--- src/rtl/oss_pkg.sv ---
package oss_pkg;
    typedef enum logic [2:0] {
        ST_IDLE     = 3'd0,
        ST_GND_CHK  = 3'd1,
        ST_GND_HOLD = 3'd2,
        ST_SUP_CHK  = 3'd3,
        ST_SUP_HOLD = 3'd4,
        ST_RUN      = 3'd5
    } seq_state_e;

    localparam logic [1:0] PH_IDLE = 2'b00;
    localparam logic [1:0] PH_GND  = 2'b01;
    localparam logic [1:0] PH_SUP  = 2'b10;
    localparam logic [1:0] PH_RUN  = 2'b11;

    typedef struct packed {
        seq_state_e st;
    } seq_regs_t;

    typedef struct packed {
        logic       hiz;
        logic       sd;
        logic       grant;
        logic [1:0] ph;
    } seq_outs_t;
endpackage

--- src/rtl/oss_flag_reduce.sv ---
module oss_flag_reduce #(
    parameter int N_FLAGS = 4
) (
    input  logic [N_FLAGS-1:0] flags,
    output logic               any_set
);
    logic [N_FLAGS:0] chain;
    assign chain[0] = 1'b0;

    for (genvar i = 0; i < N_FLAGS; i++) begin : g_or
        assign chain[i+1] = chain[i] | flags[i];
    end

    assign any_set = chain[N_FLAGS];
endmodule

--- src/rtl/oss_fsm.sv ---
module oss_fsm
    import oss_pkg::*;
(
    input  logic       clk,
    input  logic       rst_n,
    input  logic       pwr_good,
    input  logic       se_mode,
    input  logic       win_done,
    input  logic       gnd_any,
    input  logic       sup_any,
    output seq_state_e state
);
    seq_regs_t regs_d, regs_q;

    always_comb begin
        regs_d = regs_q;
        unique case (regs_q.st)
            ST_IDLE: begin
                if (pwr_good) regs_d.st = se_mode ? ST_RUN : ST_GND_CHK;
            end
            ST_GND_CHK: begin
                if (win_done) regs_d.st = gnd_any ? ST_GND_HOLD : ST_SUP_CHK;
            end
            ST_GND_HOLD: begin
                if (win_done) regs_d.st = ST_GND_CHK;
            end
            ST_SUP_CHK: begin
                if (win_done) regs_d.st = sup_any ? ST_SUP_HOLD : ST_RUN;
            end
            ST_SUP_HOLD: begin
                if (win_done) regs_d.st = ST_SUP_CHK;
            end
            ST_RUN: begin
                regs_d.st = ST_RUN;
            end
            default: regs_d.st = ST_IDLE;
        endcase
    end

    always_ff @(posedge clk or negedge rst_n) begin
        if (!rst_n) regs_q <= '{st: ST_IDLE};
        else        regs_q <= regs_d;
    end

    assign state = regs_q.st;
endmodule

--- src/rtl/oss_out_decode.sv ---
module oss_out_decode
    import oss_pkg::*;
(
    input  seq_state_e state,
    input  logic       reset_pin_n,
    output seq_outs_t  outs
);
    always_comb begin
        outs = '{hiz: 1'b1, sd: 1'b0, grant: 1'b0, ph: PH_IDLE};
        unique case (state)
            ST_IDLE: outs.ph = PH_IDLE;
            ST_GND_CHK, ST_GND_HOLD: begin
                outs.ph = PH_GND;
                outs.sd = 1'b1;
            end
            ST_SUP_CHK, ST_SUP_HOLD: begin
                outs.ph = PH_SUP;
                outs.sd = 1'b1;
            end
            ST_RUN: begin
                outs.ph    = PH_RUN;
                outs.hiz   = ~reset_pin_n;
                outs.grant = reset_pin_n;
            end
            default: outs.ph = PH_IDLE;
        endcase
    end
endmodule

--- src/rtl/out_short_seq.sv ---
module out_short_seq
    import oss_pkg::*;
#(
    parameter int N_OUT = 4
) (
    input  logic             clk,
    input  logic             rst_n,
    input  logic             pwr_good,
    input  logic             se_mode,
    input  logic             reset_pin_n,
    input  logic [N_OUT-1:0] gnd_short,
    input  logic [N_OUT-1:0] sup_short,
    input  logic             win_done,
    output logic             hiz_hold,
    output logic             sd_low,
    output logic [1:0]       phase,
    output logic             sw_grant
);
    logic       gnd_any, sup_any;
    seq_state_e state;
    seq_outs_t  outs;

    oss_flag_reduce #(.N_FLAGS(N_OUT)) u_gnd (.flags(gnd_short), .any_set(gnd_any));
    oss_flag_reduce #(.N_FLAGS(N_OUT)) u_sup (.flags(sup_short), .any_set(sup_any));

    oss_fsm u_fsm (
        .clk(clk), .rst_n(rst_n), .pwr_good(pwr_good), .se_mode(se_mode),
        .win_done(win_done), .gnd_any(gnd_any), .sup_any(sup_any), .state(state)
    );

    oss_out_decode u_dec (.state(state), .reset_pin_n(reset_pin_n), .outs(outs));

    assign hiz_hold = outs.hiz;
    assign sd_low   = outs.sd;
    assign phase    = outs.ph;
    assign sw_grant = outs.grant;
endmodule

--- config.mk ---
export PLATFORM = sky130hd
export DESIGN_NAME = out_short_seq
export DESIGN_NICKNAME = d
export VERILOG_FILES = /design/src/rtl/oss_pkg.sv /design/src/rtl/oss_flag_reduce.sv /design/src/rtl/oss_fsm.sv /design/src/rtl/oss_out_decode.sv /design/src/rtl/out_short_seq.sv
export SDC_FILE = /design/constraint.sdc
export NUM_CORES = 1
export LEC_CHECK = 0
export ABC_AREA = 1
export CAP_MARGIN = 15
export CORE_AREA = 2 2 39 41
export DETAILED_ROUTE_END_ITERATION = 7
export DIE_AREA = 0 0 41 43
export HOLD_SLACK_MARGIN = 0.06
export SYNTH_ARGS = -nofsm -noshare
export SYNTH_HDL_FRONTEND = slang
export SYNTH_HIERARCHICAL = 1
export SYNTH_SLANG_ARGS = --single-unit
--- constraint.sdc ---
create_clock -name clk -period 1.2 [get_ports clk]
set_input_delay 0.12 -clock clk [delete_from_list [all_inputs] [get_ports clk]]
set_output_delay 0.12 -clock clk [all_outputs]
set_load 0.02 [all_outputs]
# Word level (Yosys, flattened, before mapping)
# Index checks and enable logic that the tools add are counted.
# classes
n_eq_ne	10
bitwise_logic	7
mux	13
reduce_logical	5
# ops
operator	count
$mux W3	6
$pmux W3 S6	1
$ne A2 B2 Y1 const B	5
$eq A3 B2 Y1 const B	2
$eq A3 B3 Y1 const B	2
$or A1 B1 Y1	6
$pmux W2 S3	1
$mux W1	5
$reduce_and A5 Y1	1
$reduce_or A2 Y1	2
$reduce_or A4 Y1	1
$eq A3 B1 Y1 const B	1
$logic_not A3 Y1	1
$not A1 Y1	1
# totals
word_cells	36
regBits	3
output_inout_bits	5
in_bits	14

# Depth between registers and ports, before layout
# logic_depth
ltp_word	6
mapped_depth	7
mapped_depth_nobuf	7

# Hierarchy
# Netlist, hierarchy kept.
# modules_own_cells
mod	instances	seq_area_each_um2	cells_each	area_per_inst_um2
oss_fsm	1	75.1	36	235.2
oss_out_decode	1	0.0	15	62.6
oss_flag_reduce	2	0.0	3	11.3

# Worst setup path before layout
# OpenSTA, ideal clock, no wires.
# synth_path
path_kind	register to output
start	register u_fsm.regs_q[0] (netlist: u_fsm/state[0])
end	output port sw_grant
arrival_ns	1.035
path_stages_with_launch	3
setup_slack_ns	0.045
t_required_ns	1.080
path_buffers	0
cell_sequence	dfrtp_1 -> nand4_1 -> inv_1
# synth_between
elab_chain_cells	2
# synth_rtl
item	line	source
start, declared	oss_fsm.sv:13	seq_regs_t regs_d, regs_q;
start signal, assigned	oss_fsm.sv:41	if (!rst_n) regs_q <= '{st: ST_IDLE};
start signal, assigned	oss_fsm.sv:42	else regs_q <= regs_d;
$eq A3 B3 Y1	oss_out_decode.sv:10	unique case (state)
$mux W1	oss_out_decode.sv:10	
end, declared	out_short_seq.sv:17	output logic sw_grant
# Every way passes these cells.

# Worst setup path after layout
# Ends and elaborated chain as after synthesis.

==> impl_metrics.py <==
metrics = {
    "outcome": {
        "outcome": "completed",
    },
    "yosys": {
        "yosys_warnings": 6,
        "yosysSeqAreaShare_pct": 23.4,
        "synth_area_sq_um": 320,
        "avgSynthCellArea_sq_um": 5.62,
        "synth_nets": 71,
        "synth_cell_type_count": 10,
        "ys_ff_latch": 3,
        "syn_inst": 57,
    },
    "setup_path": {
        "slowest_delay_ns": 0.44,
        "path_cells": "buf_4 -> nand4_1 -> inv_1 -> buf_6",
        "r2r_cells": 8,
        "path_delay_family": "flip-flops",
        "required_ns": 1.08,
        "critical_path_depth": 4,
        "endpoint_kind": "primary output",
        "critPathKind": "register to primary output",
        "arrival_ns": 1.07,
        "path_buf_inv": 3,
        "crit_path_top_delay_cell": "dfrtp_2",
        "crit_fanout": 6,
        "cp-start-kind": "register",
    },
    "clock_network": {
        "numCtsBuffers": 3,
        "insertion_delay_ns": 0.23,
        "path_clk_slew_ns": 0.04,
        "cts_hold_buf": 0,
        "root_buffer": "clkbuf_4",
        "clkSinkCount": 3,
        "htree_levels": 1,
        "ctsLongestPathBuffers": 2,
        "tritoncts": "done",
    },
    "placement": {
        "place.gp.congestion": 0.766,
        "place_ws_ns": -0.292,
        "dpl.hpwl_um": 644,
        "port_buffers": 18,
    },
    "final_layout": {
        "area_growth_pct": 91.8,
        "regArea_sq_um": 78.8,
        "drive_above_1_share_pct": 32.9,
        "diodes": 0,
        "nFillCells": 163,
        "largest_reg_flops": 3,
        "multiInputGateArea_sq_um": 225,
        "layout.nets": 100,
    },
    "sta": {
        "setup_slack_ns": 0.00503,
        "hold_ws_ns": 0.0741,
        "fmax_mhz": 837,
        "skew_ns": 0.00289,
        "rsz0062_at_grt": "true",
        "drv_slew": 0,
        "hold_violations": 0,
        "min_period_over_period_pct": 99.6,
        "worst_pin_slew_ns": 0.191,
        "setup_viol": 0,
        "period_needed_ns": 1.19,
        "max_slew_margin_pct": 87.2,
    },
    "detailed_routing": {
        "drc_errors": 0,
        "vias_per_cell": 4.25,
        "drt-initial-drc-count": 6,
        "wl_per_cell_um": 7.98,
        "vias": 429,
        "antenna_left": 0,
        "firstDrtPassIters": 2,
        "routed_wl_um": 806,
    },
    "floorplan": {
        "die_y_um": 43,
        "die_area_sq_um": 1760,
        "rows": 14,
        "initial_utilization_pct": 23.1,
        "core_sq_um": 1380,
        "ios": 19,
        "die_w_um": 41,
    },
    "grt": {
        "grt_pass1_wl_um": 1450,
        "grt.total_usage_pct": 12.0,
        "gr-total-overflow": 0,
        "grt_max_degree": 7,
        "antenna_found_initial": 0,
        "grt_pass1_vias": 401,
    },
    "pwr": {
        "p_leak_uw": 0.000315,
        "ir_worst_vdd_uv": 837,
        "power_per_cell_area_nw_per_um2": 2510,
    },
    "hold_path": {
        "hp-class": "primary input to async pin",
    },
    "flow_run": {
        "max_cap_violations": 0,
    },
}
==> worst paths after layout <==
path / start / to / slack [ns]
max: u_fsm/state[0] / sw_grant / 0.005
min: rst_n / u_fsm/state[2] / 0.07
max reg2reg: u_fsm/state[0] / u_fsm/state[0] / 0.005
min reg2reg: u_fsm/state[2] / u_fsm/state[2] / 0.67
max in group asynchronous: rst_n / u_fsm/state[1] / 0.97
min in group clk: win_done / u_fsm/state[2] / 0.58
==> per-stage QoR <==
stage	cells	power (uW)	TNS (ns)	cell area, sq um	utilization, %
6_report	101	1540	0	614	44.4
5_1_grt	101	1700	-0.514	614	44.4
4_1_cts	101	1470	-0.0287	586	42.3
3_5_place_dp	96	1270	-1.21	558	40.3
3_3_place_gp	96	1270	-1.12	558	40.3
2_1_floorplan	57	835	0	320	-
==> power breakdown <==
group	switching (uW)	total, uW	internal (uW)
Sequential	79.6	241	161
Combinational	612	1130	517
Clock	47.5	172	124
==> synth_stat cells, drive strengths merged <==
| cell type | number | share of area, % |
|---|---|---|
| inv | 9 | 11 |
| nand3 | 11 | 22 |
| dfrtp | 3 | 23 |
| nand2 | 20 | 25 |
| nor2 | 10 | 12 |
| o21ai | 1 | 1.6 |
| nand4 | 3 | 5.9 |
==> area by class of cell <==
class / count / area share, %
Inverter: 9 / 6.31
Timing Repair Buffer: 24 / 36.7
Multi-Input combinational cell: 45 / 36.7
Clock buffer: 4 / 4.28
Tap cell: 16 / 3.26
Sequential cell: 3 / 12.8
==> kinds of logic after synthesis <==
family / share of synthesized area (%)
simple gates: 64.5
buf+inv: 10.5
flops: 23.4
compound gates: 1.56
==> layout by cell type, fill, tap and decap left out <==
cell             Yosys  routed
inv_4                0       2
dfrtp_2              0       3
nand3_1              8       8
buf_2                0       1
nand2_1             18      17
nand3_4              0       1
nand2_2              2       3
buf_6                0       4
clkbuf_1             0       1
nor2_1              10      10
inv_1                6       5
nand4_1              3       3
inv_2                3       2
nand3_2              3       2
clkdlybuf4s50_1      0      13
buf_4                0       6
o21ai_2              0       1
clkbuf_4             0       3
==> routing by layer <==
metal,track usage [%],wire [um]
met5,0,0
met4,8.00,0
met3,1.57,32
met2,19.1,423
met1,14.0,351
==> what timing repair did <==
item | CTS | global route
pin swaps | 3 | 2
gates cloned | 0 | 0
buffers inserted | 1 | 0
gates resized for setup | 28 | 10
setup endpoints to repair | 5 | 8
(Power assumes the default switching activity.)
